**src/rtl/brcond_pkg.sv**
```systemverilog
package brcond_pkg;

    localparam int CODE_W   = 5;
    localparam int FLAG_W   = 4;
    localparam int NUM_BASE = 8;
    localparam int SEL_W    = CODE_W - 1;

    // base predicate indices (code[4:1])
    localparam logic [SEL_W-1:0] BASE_OVF  = 4'd0;
    localparam logic [SEL_W-1:0] BASE_SIGN = 4'd1;
    localparam logic [SEL_W-1:0] BASE_ZERO = 4'd2;
    localparam logic [SEL_W-1:0] BASE_CRY  = 4'd3;
    localparam logic [SEL_W-1:0] BASE_BEQ  = 4'd4;
    localparam logic [SEL_W-1:0] BASE_LT   = 4'd5;
    localparam logic [SEL_W-1:0] BASE_LE   = 4'd6;
    localparam logic [SEL_W-1:0] BASE_PAR  = 4'd7;
    localparam logic [SEL_W-1:0] BASE_CNT  = 4'd8;

    typedef struct packed {
        logic ovf;
        logic sgn;
        logic zro;
        logic cry;
    } flags_t;

    typedef struct packed {
        logic [SEL_W-1:0] base;
        logic             inv;
    } cond_t;

    function automatic cond_t split_code(input logic [CODE_W-1:0] c);
        cond_t r;
        r.base = c[CODE_W-1:1];
        r.inv  = c[0];
        return r;
    endfunction

    function automatic logic signed_lt(input flags_t f);
        return f.sgn ^ f.ovf;
    endfunction

endpackage

```
**src/rtl/brcond_base_eval.sv**
```systemverilog
module brcond_base_eval
    import brcond_pkg::*;
(
    input  flags_t              flags_i,
    input  logic                parity_i,
    output logic [NUM_BASE-1:0] base_o
);
    logic lt;

    always_comb begin
        lt = signed_lt(flags_i);
        base_o           = '0;
        base_o[BASE_OVF]  = flags_i.ovf;
        base_o[BASE_SIGN] = flags_i.sgn;
        base_o[BASE_ZERO] = flags_i.zro;
        base_o[BASE_CRY]  = flags_i.cry;
        base_o[BASE_BEQ]  = flags_i.cry | flags_i.zro;
        base_o[BASE_LT]   = lt;
        base_o[BASE_LE]   = flags_i.zro | lt;
        base_o[BASE_PAR]  = parity_i;
    end
endmodule

```
**src/rtl/brcond_cnt_zero.sv**
```systemverilog
module brcond_cnt_zero #(
    parameter int CNT_W = 32
) (
    input  logic [CNT_W-1:0] count_i,
    output logic             zero_o
);
    logic [CNT_W:0] any_set;
    assign any_set[0] = 1'b0;

    for (genvar i = 0; i < CNT_W; i++) begin : g_chain
        assign any_set[i+1] = any_set[i] | count_i[i];
    end

    assign zero_o = ~any_set[CNT_W];
endmodule

```
**src/rtl/brcond_select.sv**
```systemverilog
module brcond_select
    import brcond_pkg::*;
(
    input  logic [CODE_W-1:0]   code_i,
    input  logic [NUM_BASE-1:0] base_i,
    input  logic                cnt_zero_i,
    output logic                take_o
);
    cond_t c;

    always_comb begin
        c = split_code(code_i);
        if (c.base < SEL_W'(NUM_BASE)) begin
            take_o = base_i[c.base[2:0]] ^ c.inv;
        end else if (c.base == BASE_CNT && !c.inv) begin
            take_o = cnt_zero_i;
        end else begin
            take_o = 1'b0;
        end
    end
endmodule

```
**src/rtl/brcond_eval.sv**
```systemverilog
module brcond_eval
    import brcond_pkg::*;
#(
    parameter int CNT_W = 32
) (
    input  logic              clk_i,
    input  logic              rst_i,
    input  logic [4:0]        code_i,
    input  logic [3:0]        flags_i,
    input  logic              parity_i,
    input  logic [CNT_W-1:0]  count_i,
    output logic              take_o
);
    logic [NUM_BASE-1:0] base_vec;
    logic                cnt_zero;
    logic                take_d;

    brcond_base_eval u_base (
        .flags_i  (flags_t'(flags_i)),
        .parity_i (parity_i),
        .base_o   (base_vec)
    );

    brcond_cnt_zero #(.CNT_W(CNT_W)) u_cz (
        .count_i (count_i),
        .zero_o  (cnt_zero)
    );

    brcond_select u_sel (
        .code_i     (code_i),
        .base_i     (base_vec),
        .cnt_zero_i (cnt_zero),
        .take_o     (take_d)
    );

    always_ff @(posedge clk_i) begin
        if (rst_i) take_o <= 1'b0;
        else       take_o <= take_d;
    end
endmodule

```
**config.mk**
```make
export PLATFORM = sky130hd
export DESIGN_NAME = brcond_eval
export DESIGN_NICKNAME = d
export VERILOG_FILES = /design/src/rtl/brcond_pkg.sv /design/src/rtl/brcond_base_eval.sv /design/src/rtl/brcond_cnt_zero.sv /design/src/rtl/brcond_select.sv /design/src/rtl/brcond_eval.sv
export SDC_FILE = /design/constraint.sdc
export NUM_CORES = 1
export LEC_CHECK = 0
export BUFFER_PORTS_ARGS = -buffer_cell sky130_fd_sc_hd__buf_2
export CAP_MARGIN = 30
export CORE_AREA = 2 2 39 41
export DETAILED_ROUTE_END_ITERATION = 8
export DIE_AREA = 0 0 41 43
export GPL_ROUTABILITY_DRIVEN = 0
export PLACE_DENSITY = 0.71
export REMOVE_ABC_BUFFERS = 1
export SETUP_SLACK_MARGIN = 0.05
export SYNTH_ARGS = -nofsm -noshare
export SYNTH_HDL_FRONTEND = slang
export SYNTH_HIERARCHICAL = 1
export SYNTH_SLANG_ARGS = --single-unit
```
**constraint.sdc**
```tcl
create_clock -name clk_i -period 1.5 [get_ports clk_i]
set_input_delay 0.15 -clock clk_i [delete_from_list [all_inputs] [get_ports clk_i]]
set_output_delay 0.15 -clock clk_i [all_outputs]
set_load 0.05 [all_outputs]
```
==> results_dict.tcl, run 1 <==
set metrics [dict create \
    status "finished with violations" \
    violations "negative setup slack" \
    muxShareOfSynthArea_pct 23.4 \
    synth_area_leaders "mux4_1 (20%), buf_4 (17%), nor4_1 (16%), dfxtp_1 (7.5%), nand4_1 (7.0%)" \
    finalWirelength_um 775 \
    vias_per_cell 4.54 \
    cellPowerDensity_nw_per_um2 280 \
    p_leak_nw 0.239 \
    crit_type "input port to flop" \
    core_um2 1380 \
    hp-class "input port to flop" \
    grtUsageMet2_pct 16.3 \
    drive_gt1_share_pct 69.6 \
    setup_viol 1 \
    post_drt_wl_per_cell_um 9.12 \
    intPower_w 0.0000946 \
    row_count 14 \
    crit_path_start_kind "input port" \
    peakVddDrop_v 0.0000945 \
    power_w 0.000132 \
    grt_max_degree 4 \
    synth_top_area_share_pct 19.6 \
    power.share.switching_pct 28.5 \
    grt_pass1_wl_um 1090 \
    setup_tns_ns -0.139 \
    critPathRequiredTime_ns 1.39 \
    maxCapViolCount 0 \
    tightest_slew_ns 0.255 \
    hold_viol 0 \
    fmax_mhz 610 \
    fin_crit_sh_pct 109 \
    num_antenna_cells 0 \
    boundaryPins 45 \
    synth.avg_cell_area_um2 8.64 \
    layout_commonest_cell "buf_2" \
    overflow 0 \
    vias 386 \
    rsz0062_at_grt "true" \
    synth_top_family_by_area "simple AND/OR/NAND/NOR gates" \
    cts.clk_slew.worst_paths_ns 0 \
    ys_types 15 \
    critPathLaunch "flags_i[2]" \
    postLayoutCellArea_um2 472 \
    placed_cell_area_um2 463 \
    crit_path_top_delay_cell "mux4_2" \
    gr-max-usage-layer "met2" \
    critical_path.top_delay_family "multiplexers" \
    drc_errors 0 \
    fin_crit_ns 1.64 \
    setup_ws_ns -0.139 \
    initial_core_util_pct 19.3 \
    seq_area_frac_synth_pct 7.48 \
    dp_hpwl_um 730 \
    crit_end "take_o" \
    critPathMaxFanout 2 \
    largest_reg_flops 1 \
    fp.dieW_um 41 \
    yosys_warnings 6 \
    seq_power_share_pct 22.1 \
    postRouteAntennaNets 0 \
    gr-usage-all-layers_pct 8.13 \
    slew_headroom_pct 82.9 \
    final_cell_mix "buf_2 (42), nor4_1 (7), nand4_1 (3), nor2_1 (3), buf_6 (2)" \
    port_buffers 44 \
    yosysTopAreaCell "mux4_1" \
    antenna_found_initial 0 \
    die_h_um 43 \
    combinationalPowerShare_pct 77.9 \
    largestRegisters "take_o x1" \
    crit_path_cell_trace "buf_6 -> xor2_1 -> or2_1 -> mux4_2 -> mux2i_1 -> or3_1 -> nand3_1 -> nor2b_4" \
    pwr-share-clk_pct 0 \
    cts.hold.buffers_added 0 \
    cp.depth 8 \
    first_iter_violations 2 \
    synth_area_um2 268 \
    top_register "take_o" \
    slew_viol_final 0 \
    synthSimpleGateAreaFrac_pct 49.1 \
    syn_to_final_growth_pct 76.2 \
    synth_fa_ha_area_share_pct 0 \
    grt_pass1_vias 320 \
    synthXorXnorAreaFrac_pct 3.27 \
    ys_seq_elements 1 \
    die_area_um2 1760 \
    cp-end-kind "flop" \
    synth_compound_area_share_pct 0 \
    cts_setup_buffers 0 \
    nets 115 \
    worstPathArrival_ns 1.53 \
    globalRouteMet3Util_pct 0 \
    power_switching_w 0.0000377 \
    met1_usage_pct 9.32 \
    first_pass_iters 4 \
    postSynthCellCount 31 \
    slowest_delay_ns 0.45 \
    crit_buf_inv 1 \
]
logic make-up (layout without fill, tap and decap cells):
kind of cell | count (synthesis) | after routing
xor gates and xnor gates | 1 | 1
buffers and inverters | 6 | 44
DFF | 1 | 1
muxes | 3 | 3
and+or+nand+nor | 20 | 20
synth_stat cells, drive strengths merged:
master / n
nor4: 8
buf: 6
nand4: 3
nor2: 3
mux4: 2
or2: 2
dfxtp: 1
mux2i: 1
nand3: 1
nand3b: 1
nor2b: 1
or3: 1
xor2: 1
timing repair:
item,in CTS,in global routing
gates resized for setup,3,0
pin swaps,3,1
endpoints found under the setup margin,1,1
cloned,0,0
through the flow:
| step | hold WS, ns | setup slack (ns) | instances | util [%] |
|---|---|---|---|---|
| detailed placement | 0.338 | -0.190 | 85 | 33.5 |
| finish | 0.338 | -0.139 | 85 | 34.1 |
| CTS | 0.341 | -0.150 | 85 | 34.1 |
| global route | 0.348 | -0.193 | 85 | 34.1 |
| floorplan | 0.214 | -0.00659 | 25 | - |
| global placement | 0.343 | -0.153 | 85 | 33.5 |
power groups by stage:
stage | Clock, W | Combinational [W] | Sequential (W)
after floorplan | 0 | 0.0000289 | 0.0000358
after global placement | 0 | 0.0000974 | 0.0000293
after detailed placement | 0 | 0.0000996 | 0.0000294
after CTS | 0 | 0.000104 | 0.0000292
after global routing | 0 | 0.000114 | 0.0000293
final | 0 | 0.000103 | 0.0000292
worst min path at each step:
stage,from,end,slack (ns),cells after the start
after floorplan,rst_i,take_o,0.21,1
final,rst_i,take_o,0.34,2
after CTS,rst_i,take_o,0.34,2
after detailed placement,rst_i,take_o,0.34,2
after global placement,rst_i,take_o,0.34,2
after global routing,rst_i,take_o,0.35,2
per-layer routing:
metal,up-vias,part of all wire [%]
met3,0,15
met4,0,0
met5,-,0
li1,196,-
met2,23,52
met1,167,34
final cells by class:
class | instances | area [um2]
multi-input cells | 24 | 199
repair buffers | 44 | 233
fillers | 159 | 912
flip-flops and latches | 1 | 20.0
well taps | 16 | 20.0
Note: power is estimated with default switching activity, not from simulation.
==> run 2, diff against run 1 <==
--- a/config.mk
+++ b/config.mk
@@ -14,6 +14,7 @@
 export PLACE_DENSITY = 0.71
 export REMOVE_ABC_BUFFERS = 1
 export SETUP_SLACK_MARGIN = 0.05
+export SKIP_CTS_REPAIR_TIMING = 1
 export SYNTH_ARGS = -nofsm -noshare
 export SYNTH_HDL_FRONTEND = slang
 export SYNTH_HIERARCHICAL = 1
==> run 2 against run 1 <==
  * Worst setup slack got worse by 0.028 ns
  * Flip-flop and latch count is the same
  * Via count did not move
  * Largest cell class unchanged
  * The flow still finishes with violations (negative setup slack)
==> results_dict.tcl, run 2 (synthesis results as in run 1) <==
set metrics [dict create \
    first_pass_iters 4 \
    critPathRequiredTime_ns 1.39 \
    seq_power_share_pct 22.1 \
    hold_ws_ns 0.338 \
    setup_ws_ns -0.167 \
    maxCapViolCount 0 \
    finalWirelength_um 775 \
    worstPathArrival_ns 1.56 \
    core_um2 1380 \
    setup_viol 1 \
    vias_per_cell 4.54 \
    crit_path_start_kind "input port" \
    tightest_slew_ns 0.255 \
    multiInputGateArea_um2 199 \
    cts.clk_slew.worst_paths_ns 0 \
    fin_crit_ns 1.67 \
    die_h_um 43 \
    post_drt_wl_per_cell_um 9.12 \
    boundaryPins 45 \
    fmax_mhz 600 \
    pwr-share-clk_pct 0 \
    dp_hpwl_um 730 \
    violations "negative setup slack" \
    grt_pass1_wl_um 1060 \
    slew_headroom_pct 82.9 \
    gr-usage-all-layers_pct 7.94 \
    peakVddDrop_v 0.0000944 \
    num_antenna_cells 0 \
    cellPowerDensity_nw_per_um2 280 \
    cp-end-kind "flop" \
    drive_gt1_share_pct 69.6 \
    first_iter_violations 2 \
    setup_tns_ns -0.167 \
    intPower_w 0.0000946 \
    crit_type "input port to flop" \
    syn_to_final_growth_pct 76.2 \
    regArea_um2 20.0 \
    initial_core_util_pct 19.3 \
    grt_max_degree 4 \
    critPathMaxFanout 2 \
    layout_commonest_cell "buf_2" \
    port_buffers 44 \
    vias 386 \
    fin_cells 85 \
    nFillCells 159 \
    largestRegisters "take_o x1" \
    power.share.switching_pct 28.5 \
    dpl.cell_count 85 \
    die_area_um2 1760 \
    hp-class "input port to flop" \
    power_switching_w 0.0000377 \
    top_register "take_o" \
    hold_viol 0 \
    largest_reg_flops 1 \
    status "finished with violations" \
    rsz0062_at_grt "true" \
    overflow 0 \
    holdPathStages 2 \
    fin_crit_sh_pct 111 \
    nets 115 \
    drc_errors 0 \
    final_cell_mix "buf_2 (42), nor4_1 (7), nand4_1 (3), nor2_1 (3), buf_6 (2)" \
    combinationalPowerShare_pct 77.9 \
    fp.dieW_um 41 \
    p_leak_nw 0.239 \
    grt_pass1_vias 309 \
    row_count 14 \
    antenna_found_initial 0 \
    postRouteAntennaNets 0 \
    slew_viol_final 0 \
]
## run 2: cell counts in the layout (fill, tap and decap cells not counted)
Identical to the previous run, type by type.
## run 2: critical path: stages
cell and delay [ns]:
buf_6 0.09, xor2_1 0.15, or2_1 0.22, mux4_2 0.45
mux2i_1 0.19, or3_1 0.13, nand3_1 0.06, nor2b_4 0.12
## run 2: power by group through the flow
stage	Clock [W]	Sequential [W]	Combinational (W)
finish	0	0.0000292	0.000103
global route	0	0.0000293	0.000114
floorplan	0	0.0000358	0.0000289
detailed placement	0	0.0000294	0.0000996
CTS	0	0.0000292	0.000100
global placement	0	0.0000293	0.0000974
## run 2: cell type report
| type | count | share of cell area, % |
|---|---|---|
| flip-flops and latches | 1 | 4.24 |
| well taps | 16 | 4.24 |
| multi-input cells | 24 | 42.2 |
| repair buffers | 44 | 49.3 |
## run 2: through the flow
step                      util (%)  setup WS (ns)  power [W]  instance area, um2
after global routing          34.1         -0.223   0.000143                 472
after detailed placement      33.5         -0.190   0.000129                 463
final                         34.1         -0.167   0.000132                 472
after CTS                     33.5         -0.199   0.000129                 463
after floorplan                  -       -0.00659  0.0000647                 223
after global placement        33.5         -0.153   0.000127                 463
## run 2: final timing paths
path  slack (ns)      to  startpoint
max        -0.17  take_o  flags_i[2]
min         0.34  take_o       rst_i
## run 2: routing by layer
layer | routed length, um | vias up | GRT usage, %
met1 | 262 | 167 | 9.35
li1 | - | 196 | -
met3 | 114 | 0 | 0
met2 | 398 | 23 | 15.6
met4 | 0 | 0 | 0
met5 | 0 | - | 0
